### src/rtl/sap_pkg.sv
// Shared defaults and types for the serial audio port.
// Assumes sample width is a power of two so bit/slot fields split cleanly.
package sap_pkg;
    localparam int DEF_SAMPLE_W    = 16;
    localparam int DEF_SLOTS       = 2;
    localparam int DEF_SYNC_STAGES = 2;

    typedef enum logic {
        FMT_SHORT = 1'b0,
        FMT_LONG  = 1'b1
    } frame_fmt_e;
endpackage

### src/rtl/sap_edge_sync.sv
// Synchronises bclk, fsync and sdi into the core clock domain with equal
// depth and produces single-cycle rise/fall events of bclk.
// Assumes fsync and sdi change together with bclk rising edges.
module sap_edge_sync #(
    parameter int SYNC_STAGES = sap_pkg::DEF_SYNC_STAGES
) (
    input  logic clk,
    input  logic rst_n,
    input  logic bclk,
    input  logic fsync,
    input  logic sdi,
    output logic bclk_rise,
    output logic bclk_fall,
    output logic fsync_s,
    output logic sdi_s
);
    localparam int LAST = SYNC_STAGES - 1;

    logic [2:0] sync_q [SYNC_STAGES];
    logic       bclk_last_q;

    // Purpose: shift the three pins through an equal-depth synchroniser.
    always_ff @(posedge clk) begin
        if (!rst_n) begin
            for (int i = 0; i < SYNC_STAGES; i++) sync_q[i] <= 3'b000;
            bclk_last_q <= 1'b0;
        end else begin
            sync_q[0] <= {bclk, fsync, sdi};
            for (int i = 1; i < SYNC_STAGES; i++) sync_q[i] <= sync_q[i-1];
            bclk_last_q <= sync_q[LAST][2];
        end
    end

    // Purpose: derive edge events and aligned data from the last stage.
    always_comb begin
        bclk_rise = sync_q[LAST][2] & ~bclk_last_q;
        bclk_fall = ~sync_q[LAST][2] & bclk_last_q;
        fsync_s   = sync_q[LAST][1];
        sdi_s     = sync_q[LAST][0];
    end
endmodule

### src/rtl/sap_frame_timer.sv
// Tracks the bit position inside a frame, counted at each bclk rise.
// Long format starts the frame in the period fsync rises; short format
// starts it one period later. Position saturates at an idle value.
module sap_frame_timer #(
    parameter int SAMPLE_W = sap_pkg::DEF_SAMPLE_W,
    parameter int SLOTS    = sap_pkg::DEF_SLOTS
) (
    input  logic                        clk,
    input  logic                        rst_n,
    input  logic                        bclk_rise,
    input  logic                        fsync_s,
    input  logic                        long_mode,
    input  logic [$clog2(SLOTS)-1:0]    slot_sel,
    output logic                        in_slot,
    output logic [$clog2(SAMPLE_W)-1:0] bit_idx,
    output logic                        frame_start
);
    localparam int BIT_W    = $clog2(SAMPLE_W);
    localparam int SLOT_W   = $clog2(SLOTS);
    localparam int IDLE_POS = SAMPLE_W * SLOTS;
    localparam int POS_W    = $clog2(IDLE_POS) + 1;
    localparam int FIELD_W  = POS_W - BIT_W;

    sap_pkg::frame_fmt_e fmt;
    logic [POS_W-1:0]    pos_q;
    logic [SLOT_W-1:0]   slot_q;
    logic                fs_at_rise_q;
    logic                fs_rose_q;
    logic                fs_edge;
    logic                start;

    // Purpose: decide whether this bclk rise opens a new frame.
    always_comb begin
        fmt     = sap_pkg::frame_fmt_e'(long_mode);
        fs_edge = fsync_s & ~fs_at_rise_q;
        start   = (fmt == sap_pkg::FMT_LONG) ? fs_edge : fs_rose_q;
    end

    // Purpose: advance or restart the frame position on each bclk rise.
    always_ff @(posedge clk) begin
        if (!rst_n) begin
            pos_q        <= POS_W'(IDLE_POS);
            slot_q       <= '0;
            fs_at_rise_q <= 1'b0;
            fs_rose_q    <= 1'b0;
            frame_start  <= 1'b0;
        end else begin
            frame_start <= 1'b0;
            if (bclk_rise) begin
                fs_at_rise_q <= fsync_s;
                fs_rose_q    <= fs_edge;
                if (start) begin
                    pos_q       <= '0;
                    slot_q      <= slot_sel;
                    frame_start <= 1'b1;
                end else if (pos_q != POS_W'(IDLE_POS)) begin
                    pos_q <= pos_q + 1'b1;
                end
            end
        end
    end

    // Purpose: split the position into slot field and bit index.
    always_comb begin
        in_slot = (pos_q[POS_W-1:BIT_W] == FIELD_W'(slot_q));
        bit_idx = pos_q[BIT_W-1:0];
    end

    a_r6_pos_bounded: assert property (@(posedge clk) disable iff (!rst_n)
        pos_q <= POS_W'(IDLE_POS));
    a_r10_restart_long: assert property (@(posedge clk) disable iff (!rst_n)
        (bclk_rise && long_mode && fsync_s && !fs_at_rise_q) |=> (pos_q == '0));
endmodule

### src/rtl/sap_tx.sv
// Serialises the ADC word onto sdo, one bit per bclk period, MSB first.
// The word is captured at frame start; sdo is low outside the slot.
// Assumes timer outputs settle the cycle after a bclk rise.
module sap_tx #(
    parameter int SAMPLE_W = sap_pkg::DEF_SAMPLE_W
) (
    input  logic                        clk,
    input  logic                        rst_n,
    input  logic                        bclk_rise,
    input  logic                        frame_start,
    input  logic                        in_slot,
    input  logic [$clog2(SAMPLE_W)-1:0] bit_idx,
    input  logic [SAMPLE_W-1:0]         adc_sample,
    output logic                        sdo
);
    localparam int BIT_W = $clog2(SAMPLE_W);

    logic                rise_d_q;
    logic [SAMPLE_W-1:0] word_q;
    logic [SAMPLE_W-1:0] src;
    logic [BIT_W-1:0]    sel;

    // Purpose: pick the word source and the bit of the current period.
    always_comb begin
        src = frame_start ? adc_sample : word_q;
        sel = BIT_W'(SAMPLE_W - 1) - bit_idx;
    end

    // Purpose: latch the word at frame start and launch one bit per rise.
    always_ff @(posedge clk) begin
        if (!rst_n) begin
            rise_d_q <= 1'b0;
            word_q   <= '0;
            sdo      <= 1'b0;
        end else begin
            rise_d_q <= bclk_rise;
            if (rise_d_q) begin
                if (frame_start) word_q <= adc_sample;
                sdo <= in_slot ? src[sel] : 1'b0;
            end
        end
    end
endmodule

### src/rtl/sap_rx.sv
// Collects sdi bits taken on bclk falls within the selected slot and
// publishes the word with a one-cycle valid after its last bit.
module sap_rx #(
    parameter int SAMPLE_W = sap_pkg::DEF_SAMPLE_W
) (
    input  logic                        clk,
    input  logic                        rst_n,
    input  logic                        bclk_fall,
    input  logic                        sdi_s,
    input  logic                        in_slot,
    input  logic [$clog2(SAMPLE_W)-1:0] bit_idx,
    output logic [SAMPLE_W-1:0]         dac_sample,
    output logic                        dac_valid
);
    localparam int BIT_W = $clog2(SAMPLE_W);

    logic [SAMPLE_W-1:0] shift_q;
    logic [SAMPLE_W-1:0] shift_nxt;

    // Purpose: form the shift register value including the new bit.
    always_comb shift_nxt = {shift_q[SAMPLE_W-2:0], sdi_s};

    // Purpose: shift in slot bits and publish on the last one.
    always_ff @(posedge clk) begin
        if (!rst_n) begin
            shift_q    <= '0;
            dac_sample <= '0;
            dac_valid  <= 1'b0;
        end else begin
            dac_valid <= 1'b0;
            if (bclk_fall && in_slot) begin
                shift_q <= shift_nxt;
                if (bit_idx == BIT_W'(SAMPLE_W - 1)) begin
                    dac_sample <= shift_nxt;
                    dac_valid  <= 1'b1;
                end
            end
        end
    end

    a_r8_valid_single: assert property (@(posedge clk) disable iff (!rst_n)
        dac_valid |=> !dac_valid);
    a_r9_hold: assert property (@(posedge clk) disable iff (!rst_n)
        !dac_valid |-> $stable(dac_sample));
    a_r3_valid_after_fall: assert property (@(posedge clk) disable iff (!rst_n)
        dac_valid |-> $past(bclk_fall));
endmodule

### src/rtl/sap_port.sv
// Codec-side serial audio port: slave to bclk/fsync, short or long frame
// sync, two slots per frame. Assumes bclk phases span several clk cycles.
module sap_port #(
    parameter int SAMPLE_W    = sap_pkg::DEF_SAMPLE_W,
    parameter int SLOTS       = sap_pkg::DEF_SLOTS,
    parameter int SYNC_STAGES = sap_pkg::DEF_SYNC_STAGES
) (
    input  logic                clk,
    input  logic                rst_n,
    input  logic                long_mode,
    input  logic                slot_sel,
    input  logic                bclk,
    input  logic                fsync,
    input  logic                sdi,
    output logic                sdo,
    input  logic [SAMPLE_W-1:0] adc_sample,
    output logic [SAMPLE_W-1:0] dac_sample,
    output logic                dac_valid
);
    localparam int BIT_W  = $clog2(SAMPLE_W);
    localparam int SLOT_W = $clog2(SLOTS);

    logic             bclk_rise;
    logic             bclk_fall;
    logic             fsync_s;
    logic             sdi_s;
    logic             in_slot;
    logic             frame_start;
    logic [BIT_W-1:0] bit_idx;

    sap_edge_sync #(.SYNC_STAGES(SYNC_STAGES)) u_sync (
        .clk(clk), .rst_n(rst_n), .bclk(bclk), .fsync(fsync), .sdi(sdi),
        .bclk_rise(bclk_rise), .bclk_fall(bclk_fall),
        .fsync_s(fsync_s), .sdi_s(sdi_s)
    );

    sap_frame_timer #(.SAMPLE_W(SAMPLE_W), .SLOTS(SLOTS)) u_timer (
        .clk(clk), .rst_n(rst_n), .bclk_rise(bclk_rise), .fsync_s(fsync_s),
        .long_mode(long_mode), .slot_sel(SLOT_W'(slot_sel)),
        .in_slot(in_slot), .bit_idx(bit_idx), .frame_start(frame_start)
    );

    sap_tx #(.SAMPLE_W(SAMPLE_W)) u_tx (
        .clk(clk), .rst_n(rst_n), .bclk_rise(bclk_rise),
        .frame_start(frame_start), .in_slot(in_slot), .bit_idx(bit_idx),
        .adc_sample(adc_sample), .sdo(sdo)
    );

    sap_rx #(.SAMPLE_W(SAMPLE_W)) u_rx (
        .clk(clk), .rst_n(rst_n), .bclk_fall(bclk_fall), .sdi_s(sdi_s),
        .in_slot(in_slot), .bit_idx(bit_idx),
        .dac_sample(dac_sample), .dac_valid(dac_valid)
    );

    a_r2_sdo_on_rise: assert property (@(posedge clk) disable iff (!rst_n)
        !$stable(sdo) |-> $past(bclk_rise, 2));
    a_r8_valid_in_slot: assert property (@(posedge clk) disable iff (!rst_n)
        dac_valid |-> ($past(in_slot) && $past(bit_idx) == BIT_W'(SAMPLE_W - 1)));
endmodule

### config.mk
export PLATFORM = sky130hd
export DESIGN_NAME = sap_port
export DESIGN_NICKNAME = d
export VERILOG_FILES = /design/src/rtl/sap_pkg.sv /design/src/rtl/sap_edge_sync.sv /design/src/rtl/sap_frame_timer.sv /design/src/rtl/sap_tx.sv /design/src/rtl/sap_rx.sv /design/src/rtl/sap_port.sv
export SDC_FILE = /design/constraint.sdc
export NUM_CORES = 1
export LEC_CHECK = 0
export ABC_CLOCK_PERIOD_IN_PS = 1990
export BUFFER_PORTS_ARGS = -buffer_cell sky130_fd_sc_hd__buf_2
export CORE_MARGIN = 5
export CORE_UTILIZATION = 56
export DETAILED_ROUTE_END_ITERATION = 10
export HOLD_SLACK_MARGIN = 0.05
export PLACE_DENSITY = 0.75
export SLEW_MARGIN = 40
export SYNTH_ARGS = -nofsm -noshare
export SYNTH_HDL_FRONTEND = slang
export SYNTH_SLANG_ARGS = --single-unit
### constraint.sdc
create_clock -name clk -period 1.99 [get_ports clk]
set_clock_uncertainty 0.05 [all_clocks]
set_input_delay 0.398 -clock clk [delete_from_list [all_inputs] [get_ports clk]]
set_output_delay 0.398 -clock clk [all_outputs]
set_load 0.02 [all_outputs]
==> results of run 1 <==
## placed cells by master, fill, tap and decap left out, types with 6 or more instances in the layout
master,n
buf_2,40
and2_1,12
mux2i_1,33
a21boi_1,6
nand2_1,72
dfxtp_1,67
a21boi_0,25
clkbuf_8,10
nor2_1,8
nor2b_1,21
## logic make-up (layout without fill, tap and decap cells)
| kind of cell | after synthesis | after routing | synth area share, % |
|---|---|---|---|
| adders and majority gates | 2 | 2 | 0.882 |
| AOI/OAI and AO/OA | 49 | 49 | 13.5 |
| DFF | 67 | 67 | 47.3 |
| buffers and inverters | 21 | 63 | 3.97 |
| muxes | 33 | 33 | 11.6 |
| and+or+nand+nor | 125 | 125 | 20.9 |
| xor gates and xnor gates | 6 | 6 | 1.85 |
## registers in the layout (all words and copies together) (netlist names)
signal                cells
u_timer.frame_start       1
u_rx.dac_valid            1
u_tx.word_q              16
u_timer.slot_q            1
u_timer.fs_at_rise_q      1
u_timer.fs_rose_q         1
u_sync.sync_q             6
u_sync.bclk_last_q        1
u_timer.pos_q             6
u_rx.shift_q             15
u_tx.rise_d_q             1
u_rx.dac_sample          16
u_tx.sdo                  1
## power by group through the flow
stage	combinational (W)	clock [W]	sequential, W
floorplan	0.0000392	0	0.00138
global placement	0.0000724	0	0.00138
detailed placement	0.0000723	0	0.00138
CTS	0.0000727	0.00142	0.00135
global route	0.0000789	0.00148	0.00135
finish	0.0000718	0.00139	0.00135
## stage by stage
stage | std cells | utilization [%] | area (um2)
detailed placement | 399 | 61.4 | 3080
global route | 415 | 66.4 | 3330
finish | 415 | 66.4 | 3330
floorplan | 303 | - | 2840
CTS | 415 | 66.4 | 3330
global placement | 399 | 61.4 | 3080
## cell type report
| type | instances | area [um2] |
|---|---|---|
| Fill cell | 419 | 1680 |
| Timing Repair Buffer | 45 | 250 |
| Clock inverter | 6 | 113 |
| Sequential cell | 67 | 1340 |
| Tap cell | 70 | 87.6 |
| Multi-Input combinational cell | 215 | 1390 |
| Clock buffer | 10 | 138 |
| Inverter | 2 | 7.51 |
## Yosys cell counts (3+ instances only)
library cell | instances | area share [%]
buf_4 | 5 | 1.3
a21boi_1 | 6 | 1.6
a21boi_0 | 25 | 6.6
a221oi_1 | 4 | 1.2
and2_1 | 12 | 2.6
a22o_1 | 4 | 1.2
dfxtp_1 | 67 | 47
nor2_1 | 8 | 1.1
nand2_1 | 72 | 9.5
nand2b_1 | 3 | 0.66
clkbuf_1 | 12 | 1.6
mux2i_1 | 33 | 12
nor2b_1 | 21 | 4.6
a21boi_2 | 3 | 1.2
xor2_1 | 4 | 1.2
## worst max-delay path, delay by kind of cell, from the launching register on
family	cells	cell delay, ns
compound gates	1	0.17
flops	1	0.35
simple gates	3	0.58
buf+inv	1	0.22
xor+xnor	1	0.20
## metal layers
layer	vias up	wire [um]	share of wire, %	GRT usage (%)
met2	41	2540	47	29.8
met3	7	268	4.9	6.21
met4	0	71	1.3	6.59
met1	994	2550	47	22.3
li1	1089	-	-	-
met5	-	0	0	0
## final timing paths
check	cells past startpoint	to	from	slack [ns]
min reg2reg	1	u_sync.sync_q[0][3]	u_sync.sync_q[0][0]	0.39
max reg2reg	6	u_rx.dac_sample[14]	u_timer.pos_q[4]	0.35
min	2	u_sync.sync_q[0][1]	fsync	0.22
max	6	u_rx.dac_sample[14]	u_timer.pos_q[4]	0.35
==> impl_metrics.csv, run 1 <==
group,metric,value,unit
floorplanning,fp.dieW,81.2,um
power,static-leakage-power,1.19,nW
clock_tree,tritoncts,"done",
global_routing,grt_use_total,18.3,%
synthesis,netlist_area,2840,um2
sta,fin_crit,1.64,ns
worst_setup_path,crit_required,2.20,ns
floorplanning,fp.dieH,81.2,um
clock_tree,cts_resized,0,
min_path,hold_path.class,"in -> reg",
drt,initialDrtViolationCount,85,
sta,max-slew-margin-rel,59.9,%
synthesis,ys_seq_area_share,47.3,%
worst_setup_path,path_max_fanout,17,
floorplanning,coreArea,5010,um2
sta,finalHoldViolCount,0,
clock_tree,clk_pin_slew,0.07,ns
finish,diodes,0,
clock_tree,cts_num_sinks,67,
sta,fmax,608,MHz
clock_tree,cts-htree-levels,3,
power,cellInternalPower,0.00225,W
synthesis,syn_nets,328,
drt,final_antenna_net_count,0,
placed_design,dp_hpwl,3660,um
worst_setup_path,cp-end-kind,"register",
placed_design,gp_congestion,0.765,
finish,final_nets,365,
worst_setup_path,criticalPathCategory,"reg -> reg",
sta,setup_slack,0.346,ns
floorplanning,initial_core_util,56.6,%
power,p_comb_share,2.5,%
drt,finalWirelength,5440,um
global_routing,antenna_found_initial,0,
synthesis,synth_cell_types,31,
clock_tree,ctsHoldBuffers,0,
worst_setup_path,critPathArrivalTime,1.85,ns
power,clkPwrFrac,49.4,%
power,power,0.00282,W
drt,post_drt_wl_per_cell,13.1,um
finish,area_growth,17.3,%
flow_run,cap_violations,0,
placed_design,port_buffers,40,
worst_setup_path,cpPeakStageDelay,0.35,ns
finish,drive_gt1_share,18.8,%
clock_tree,clk-insertion-delay-late,0.34,ns
status,status,"completed",
placed_design,preCtsSetupSlack,0.333,ns
worst_setup_path,worstPathCellList,"xor2_1 > nor4b_4 > and4_1 > buf_4 > nand2_1 > a21boi_0",
drt,via_per_inst,5.13,
power,switching_share,20.0,%
global_routing,grt_first_pass_wirelength,9210,um
sta,timing.hold.ws,0.216,ns
power,vdd_drop_max,0.000490,V
global_routing,overflow,0,
power,seq_power_share,48.0,%
drt,drc,0,
synthesis,async_flop_share,0,%
synthesis,ys_warn_count,0,
worst_setup_path,crit_path_start_kind,"register",
clock_tree,clk_path_buf_depth,2,
drt,vias,2131,
power,power_density,846,nW/um2
floorplanning,die-area,6590,um2
sta,finalSetupTns,0,ns
sta,setup_viol_count_final,0,
sta,drv_slew,0,
synthesis,syn_inst,303,
power,switchingPower,0.000563,W
sta,max_slew.worst_pin.slew,0.601,ns
sta,period_share,82.6,%
sta,rsz0062_at_grt,"false",
synthesis,syn_avg_cell_area,9.36,um2
clock_tree,cts_root_buffer,"clkbuf_8",
floorplanning,row_count,26,
worst_setup_path,crit_slowest_cell,"dfxtp_1",
synthesis,ys.flop_type,"dfxtp_1",
global_routing,grt_pass1_vias,2082,
clock_tree,cts-buffers-inserted,9,
global_routing,grt_max_degree,35,
floorplanning,io_pins,41,
drt,drt_pass1_iterations,4,
synthesis,synth-seq-cells,67,
synthesis,synth_edf_count,0,
clock_tree,cts_setup_buffers,0,
Note: power is estimated with default switching activity, not from simulation.
==> run 2: changes to the inputs <==
- ABC_CLOCK_PERIOD_IN_PS: 1990 -> 1370
- CORE_UTILIZATION: 56 -> 51
- PLACE_DENSITY: 0.75 -> 0.72
- clock period: 1.99 -> 1.37 ns (I/O delays scaled with it)
==> run 2 against run 1 <==
Effect of this change:
- the flow now finishes with violations (setup timing)
- wire length increased by 14%
- non-clock buffer count increased by 28
- clock-buffer cell count unchanged
- critical path depth unchanged
- sequential cell count unchanged
- largest power group is now registers
==> impl_metrics.csv, run 2 (synthesis gave the netlist of run 1 again) <==
group,metric,value,unit
power,clkPwrFrac,43.7,%
finish,final_cell_mix,"61 x dfxtp_1, 58 x nand2_1, 40 x buf_2",
floorplanning,fp.dieH,84.6,um
min_path,hold_path.class,"in -> reg",
floorplanning,io_pins,41,
placed_design,dp.cells,425,
power,power_density,999,nW/um2
finish,register_area,1350,um2
sta,finalHoldViolCount,0,
placed_design,port_buffers,40,
sta,fin_crit,1.60,ns
global_routing,grt_pass1_vias,2169,
finish,final_util,68.2,%
floorplanning,row_count,27,
worst_setup_path,crit_start,"u_timer.slot_q",
finish,fillers,448,
sta,setup_slack,-0.230,ns
drt,drc,0,
clock_tree,clk_path_buf_depth,2,
worst_setup_path,r2r_cells,6,
sta,max-slew-margin-rel,73.0,%
sta,fmax,625,MHz
global_routing,grt_use_total,17.4,%
worst_setup_path,crit_required,1.59,ns
drt,post_drt_wl_per_cell,13.9,um
drt,final_antenna_net_count,0,
flow_run,cap_violations,0,
sta,setup_viol_count_final,33,
status,failed_checks,"setup timing",
placed_design,dp_hpwl,4110,um
status,status,"complete, but fails checks",
worst_setup_path,r2r_start,"u_timer.slot_q",
clock_tree,cts-htree-levels,3,
sta,max_slew.worst_pin.slew,0.405,ns
finish,final_common_cell,"dfxtp_1",
clock_tree,ctsHoldBuffers,0,
finish,drive_gt1_share,34.0,%
worst_setup_path,ff2ff_setup_slack,-0.23,ns
placed_design,preCtsSetupSlack,-0.197,ns
clock_tree,cts-buffers-inserted,9,
power,p_comb_share,3.4,%
global_routing,antenna_found_initial,0,
finish,multi_input_area,1550,um2
finish,stdcell_area,3710,um2
placed_design,gp_congestion,0.816,
global_routing,overflow,0,
floorplanning,initial_core_util,52.2,%
power,cellInternalPower,0.00287,W
floorplanning,fp.dieW,84.6,um
power,seq_power_share,52.9,%
placed_design,dpl-instance-area,3300,um2
clock_tree,cts_num_sinks,67,
clock_tree,cts_root_buffer,"clkbuf_8",
global_routing,grt_max_degree,26,
sta,rsz0062_at_grt,"true",
finish,final_nets,393,
floorplanning,die-area,7150,um2
drt,initialDrtViolationCount,109,
drt,via_per_inst,5.08,
power,power,0.00371,W
worst_setup_path,crit_path_start_kind,"register",
finish,area_growth,30.8,%
clock_tree,tritoncts,"done",
min_path,min-delay-start,"sdi",
sta,drv_slew,0,
worst_setup_path,worst_r2r_endpoint,"u_rx.dac_sample[9]",
worst_setup_path,criticalPathCategory,"reg -> reg",
finish,diodes,0,
finish,reg_top3,"u_rx.dac_sample x16, u_tx.word_q x16, u_rx.shift_q x15",
drt,vias,2259,
drt,drt_pass1_iterations,4,
global_routing,grt_first_pass_wirelength,10100,um
power,switchingPower,0.000839,W
finish,stdcell_count,445,
worst_setup_path,path_max_fanout,8,
power,switching_share,22.6,%
worst_setup_path,critPathCapture,"u_rx.dac_sample[9]",
clock_tree,clk_pin_slew,0.07,ns
power,static-leakage-power,1.52,nW
floorplanning,coreArea,5440,um2
clock_tree,clk-insertion-delay-late,0.34,ns
power,vdd_drop_max,0.000768,V
worst_setup_path,critPathArrivalTime,1.82,ns
sta,period_share,117,%
drt,finalWirelength,6200,um
worst_setup_path,cp-end-kind,"register",
==> run 2: changes by cell type in the layout (fill, tap and decap cells not counted), sizes merged <==
cell / change
inv: +1
clkinvlp: -2
bufinv: -2
clkbuf: +2
buf: +26
clkinv: +3
==> run 2: critical path, stage by stage (launching register included) <==
cell and delay, ns:
dfxtp_2 0.34, xor2_2 0.19, nor4b_4 0.28, and4_4 0.33
clkbuf_16 0.18, nand2_1 0.06, a21boi_1 0.11
==> run 2: how the worst min path moves through the flow <==
| stage | to | cells past startpoint |
|---|---|---|
| after detailed placement | u_sync.sync_q[0][3] | 1 |
| after global placement | u_sync.sync_q[0][3] | 1 |
| after floorplan | u_sync.sync_q[0][0] | 1 |
| after global routing | u_sync.sync_q[0][2] | 2 |
| final | u_sync.sync_q[0][0] | 2 |
| after CTS | u_sync.sync_q[0][0] | 2 |
==> run 2: power groups by stage <==
stage / logic, W / registers, W / clock network, W
6_report: 0.000125 / 0.00196 / 0.00162
5_1_grt: 0.000137 / 0.00196 / 0.00176
4_1_cts: 0.000121 / 0.00196 / 0.00166
3_5_place_dp: 0.000120 / 0.00201 / 0
3_3_place_gp: 0.000120 / 0.00201 / 0
2_1_floorplan: 0.0000576 / 0.00201 / 0
==> run 2: metrics by stage <==
step	TNS, ns	hold slack (ns)
2_1_floorplan	-3.71	0.351
3_3_place_gp	-3.84	0.367
3_5_place_dp	-4.70	0.371
4_1_cts	-4.25	0.0741
5_1_grt	-7.85	0.100
6_report	-5.35	0.0937
==> run 2: timing repair <==
item,in CTS,in global routing
resized for setup,11,39
endpoints found under the setup margin,37,37
pin swaps,4,18
setup buffers,3,0
gates cloned,0,2
==> run 2: layer usage <==
layer,wire (um),global-route usage [%],up-vias
met5,0,0,-
met4,110,9.21,0
met3,262,3.83,9
met2,2930,28.0,52
met1,2890,21.7,1049
li1,-,-,1149
==> run 2: final cells by class <==
class                           count  share of cell area, %
Clock buffer                       10                   3.44
Sequential cell                    67                   36.4
Tap cell                           72                   2.43
Inverter                            2                  0.202
Clock inverter                      6                   1.75
Timing Repair Buffer               73                   13.9
Multi-Input combinational cell    215                   41.9
==> run 3: changes to the inputs <==
- CELL_PAD_IN_SITES_DETAIL_PLACEMENT: unset -> 1
- CELL_PAD_IN_SITES_GLOBAL_PLACEMENT: unset -> 1
- CORE_MARGIN: 5 -> 2
- CORE_UTILIZATION: 51 -> 39
- SKIP_LAST_GASP: unset -> 1
==> run 3 against run 2 <==
Effect of this change:
- the run still ends with setup timing left
- via count grew 1.4%
- clock-buffer cell count grew 3
- fmax grew 1.5%
- clock power shrank 7%
- wire length grew 7.8%
- register-to-register slack gained 0.02 ns
- utilization shrank 16 points
- largest power group unchanged
==> impl_metrics.csv, run 3 (synthesis gave the netlist of run 1 again) <==
group,metric,value,unit
sta,finalHoldViolCount,0,
global_routing,grt_pass1_vias,2372,
clock_tree,cts_num_sinks,67,
finish,final_util,51.9,%
worst_setup_path,critPathArrivalTime,1.79,ns
power,cellInternalPower,0.00281,W
finish,area_growth,30.6,%
worst_setup_path,path_max_fanout,8,
drt,final_antenna_net_count,0,
power,static-leakage-power,1.41,nW
placed_design,dp_hpwl,4750,um
status,failed_checks,"setup timing",
clock_tree,cts-buffers-inserted,9,
sta,max-slew-margin-rel,77.3,%
worst_setup_path,crit_path_start_kind,"register",
clock_tree,cts-htree-levels,3,
global_routing,overflow,0,
sta,max_slew.worst_pin.slew,0.340,ns
sta,timing.hold.ws,0.0987,ns
clock_tree,ctsHoldBuffers,0,
sta,setup_viol_count_final,33,
placed_design,dpl-instance-area,3360,um2
worst_setup_path,crit_required,1.58,ns
sta,fin_crit,1.58,ns
power,switchingPower,0.000769,W
sta,drv_slew,0,
global_routing,antenna_found_initial,0,
power,power_density,968,nW/um2
placed_design,gp_congestion,0.750,
floorplanning,coreArea,7140,um2
placed_design,port_buffers,40,
power,p_comb_share,3.5,%
min_path,min-delay-start,"bclk",
drt,post_drt_wl_per_cell,14.1,um
finish,final_common_cell,"nand2_1",
drt,drt_pass1_iterations,4,
power,switching_share,21.5,%
floorplanning,fp.dieW,89.3,um
finish,final_cell_mix,"69 x nand2_1, 60 x dfxtp_1, 41 x buf_2",
power,seq_power_share,54.7,%
sta,setup_slack,-0.206,ns
min_path,hold_path.class,"in -> reg",
clock_tree,clk-insertion-delay-late,0.33,ns
finish,diodes,0,
worst_setup_path,cp-end-kind,"register",
sta,period_share,115,%
status,status,"complete, but fails checks",
drt,initialDrtViolationCount,64,
drt,vias,2290,
drt,via_per_inst,4.82,
power,vdd_drop_max,0.000569,V
clock_tree,clk_path_buf_depth,2,
worst_setup_path,r2r_start,"u_timer.slot_q",
floorplanning,die-area,7970,um2
finish,stdcell_count,475,
sta,rsz0062_at_grt,"true",
finish,fillers,869,
power,clkPwrFrac,41.8,%
finish,final_nets,397,
global_routing,grt_first_pass_wirelength,10800,um
finish,drive_gt1_share,32.2,%
global_routing,grt_max_degree,41,
clock_tree,cts_root_buffer,"clkbuf_8",
finish,stdcell_area,3700,um2
placed_design,dp.cells,455,
floorplanning,fp.dieH,89.3,um
worst_setup_path,criticalPathCategory,"reg -> reg",
finish,reg_top3,"u_rx.dac_sample x16, u_tx.word_q x16, u_rx.shift_q x15",
floorplanning,row_count,31,
flow_run,cap_violations,0,
drt,finalWirelength,6680,um
floorplanning,initial_core_util,39.7,%
global_routing,grt_use_total,17.7,%
clock_tree,tritoncts,"done",
sta,fmax,635,MHz
clock_tree,clk_pin_slew,0.07,ns
drt,drc,0,
floorplanning,io_pins,41,
worst_setup_path,crit_start,"u_timer.slot_q",
[run 3: cell type report]
cell class                 count  area (um2)  share of cell area [%]
timing repair buffer          77         543                    14.7
sequential                    67        1360                    36.6
clock buffer                  13         169                    4.56
inverter                       2        7.51                   0.203
multi-input combinational    215        1500                    40.4
tap                           99         124                    3.34
clock inverter                 2        10.0                   0.270
[run 3: path summary, 6_finish.rpt]
kind | to | slack, ns | cells after the start
setup / recovery | u_rx.dac_sample[10] | -0.21 | 6
hold / removal | u_sync.sync_q[0][2] | 0.1 | 2
hold reg to reg | u_sync.sync_q[0][5] | 0.39 | 1
setup reg to reg | u_rx.dac_sample[10] | -0.21 | 6
[run 3: critical path: stages (launching register included)]
cell and delay (ns):
dfxtp_2 0.34, xor2_2 0.19, nor4b_4 0.30, and4_4 0.30, buf_6 0.14, nand2_1 0.07
a21boi_1 0.12
[run 3: power by group through the flow]
| stage | clock network, W | registers, W | logic [W] |
|---|---|---|---|
| 6_report | 0.00150 | 0.00196 | 0.000126 |
| 5_1_grt | 0.00162 | 0.00196 | 0.000139 |
| 4_1_cts | 0.00155 | 0.00196 | 0.000126 |
| 3_5_place_dp | 0 | 0.00201 | 0.000125 |
| 3_3_place_gp | 0 | 0.00201 | 0.000125 |
| 2_1_floorplan | 0 | 0.00201 | 0.0000576 |
[run 3: layer usage]
layer	GRT usage [%]	wire length (um)	share of wire [%]	vias to the layer above
li1	-	-	-	1155
met1	21.3	2890	43	1085
met2	30.4	3450	52	38
met3	3.60	223	3.3	12
met4	7.73	119	1.8	0
met5	0	0	0	-
[run 3: through the flow]
step / setup WS [ns] / power, W / setup TNS, ns
3_5_place_dp: -0.187 / 0.00213 / -4.39
3_3_place_gp: -0.137 / 0.00213 / -3.01
5_1_grt: -0.276 / 0.00372 / -7.96
6_report: -0.206 / 0.00358 / -5.70
2_1_floorplan: -0.220 / 0.00206 / -3.71
4_1_cts: -0.187 / 0.00364 / -4.67
[run 3: what timing repair did]
action | in CTS | in global routing
pin swaps | 4 | 2
gates resized for setup | 18 | 23
buffers inserted | 2 | 2
cloned | 1 | 1
setup endpoints to repair | 39 | 39
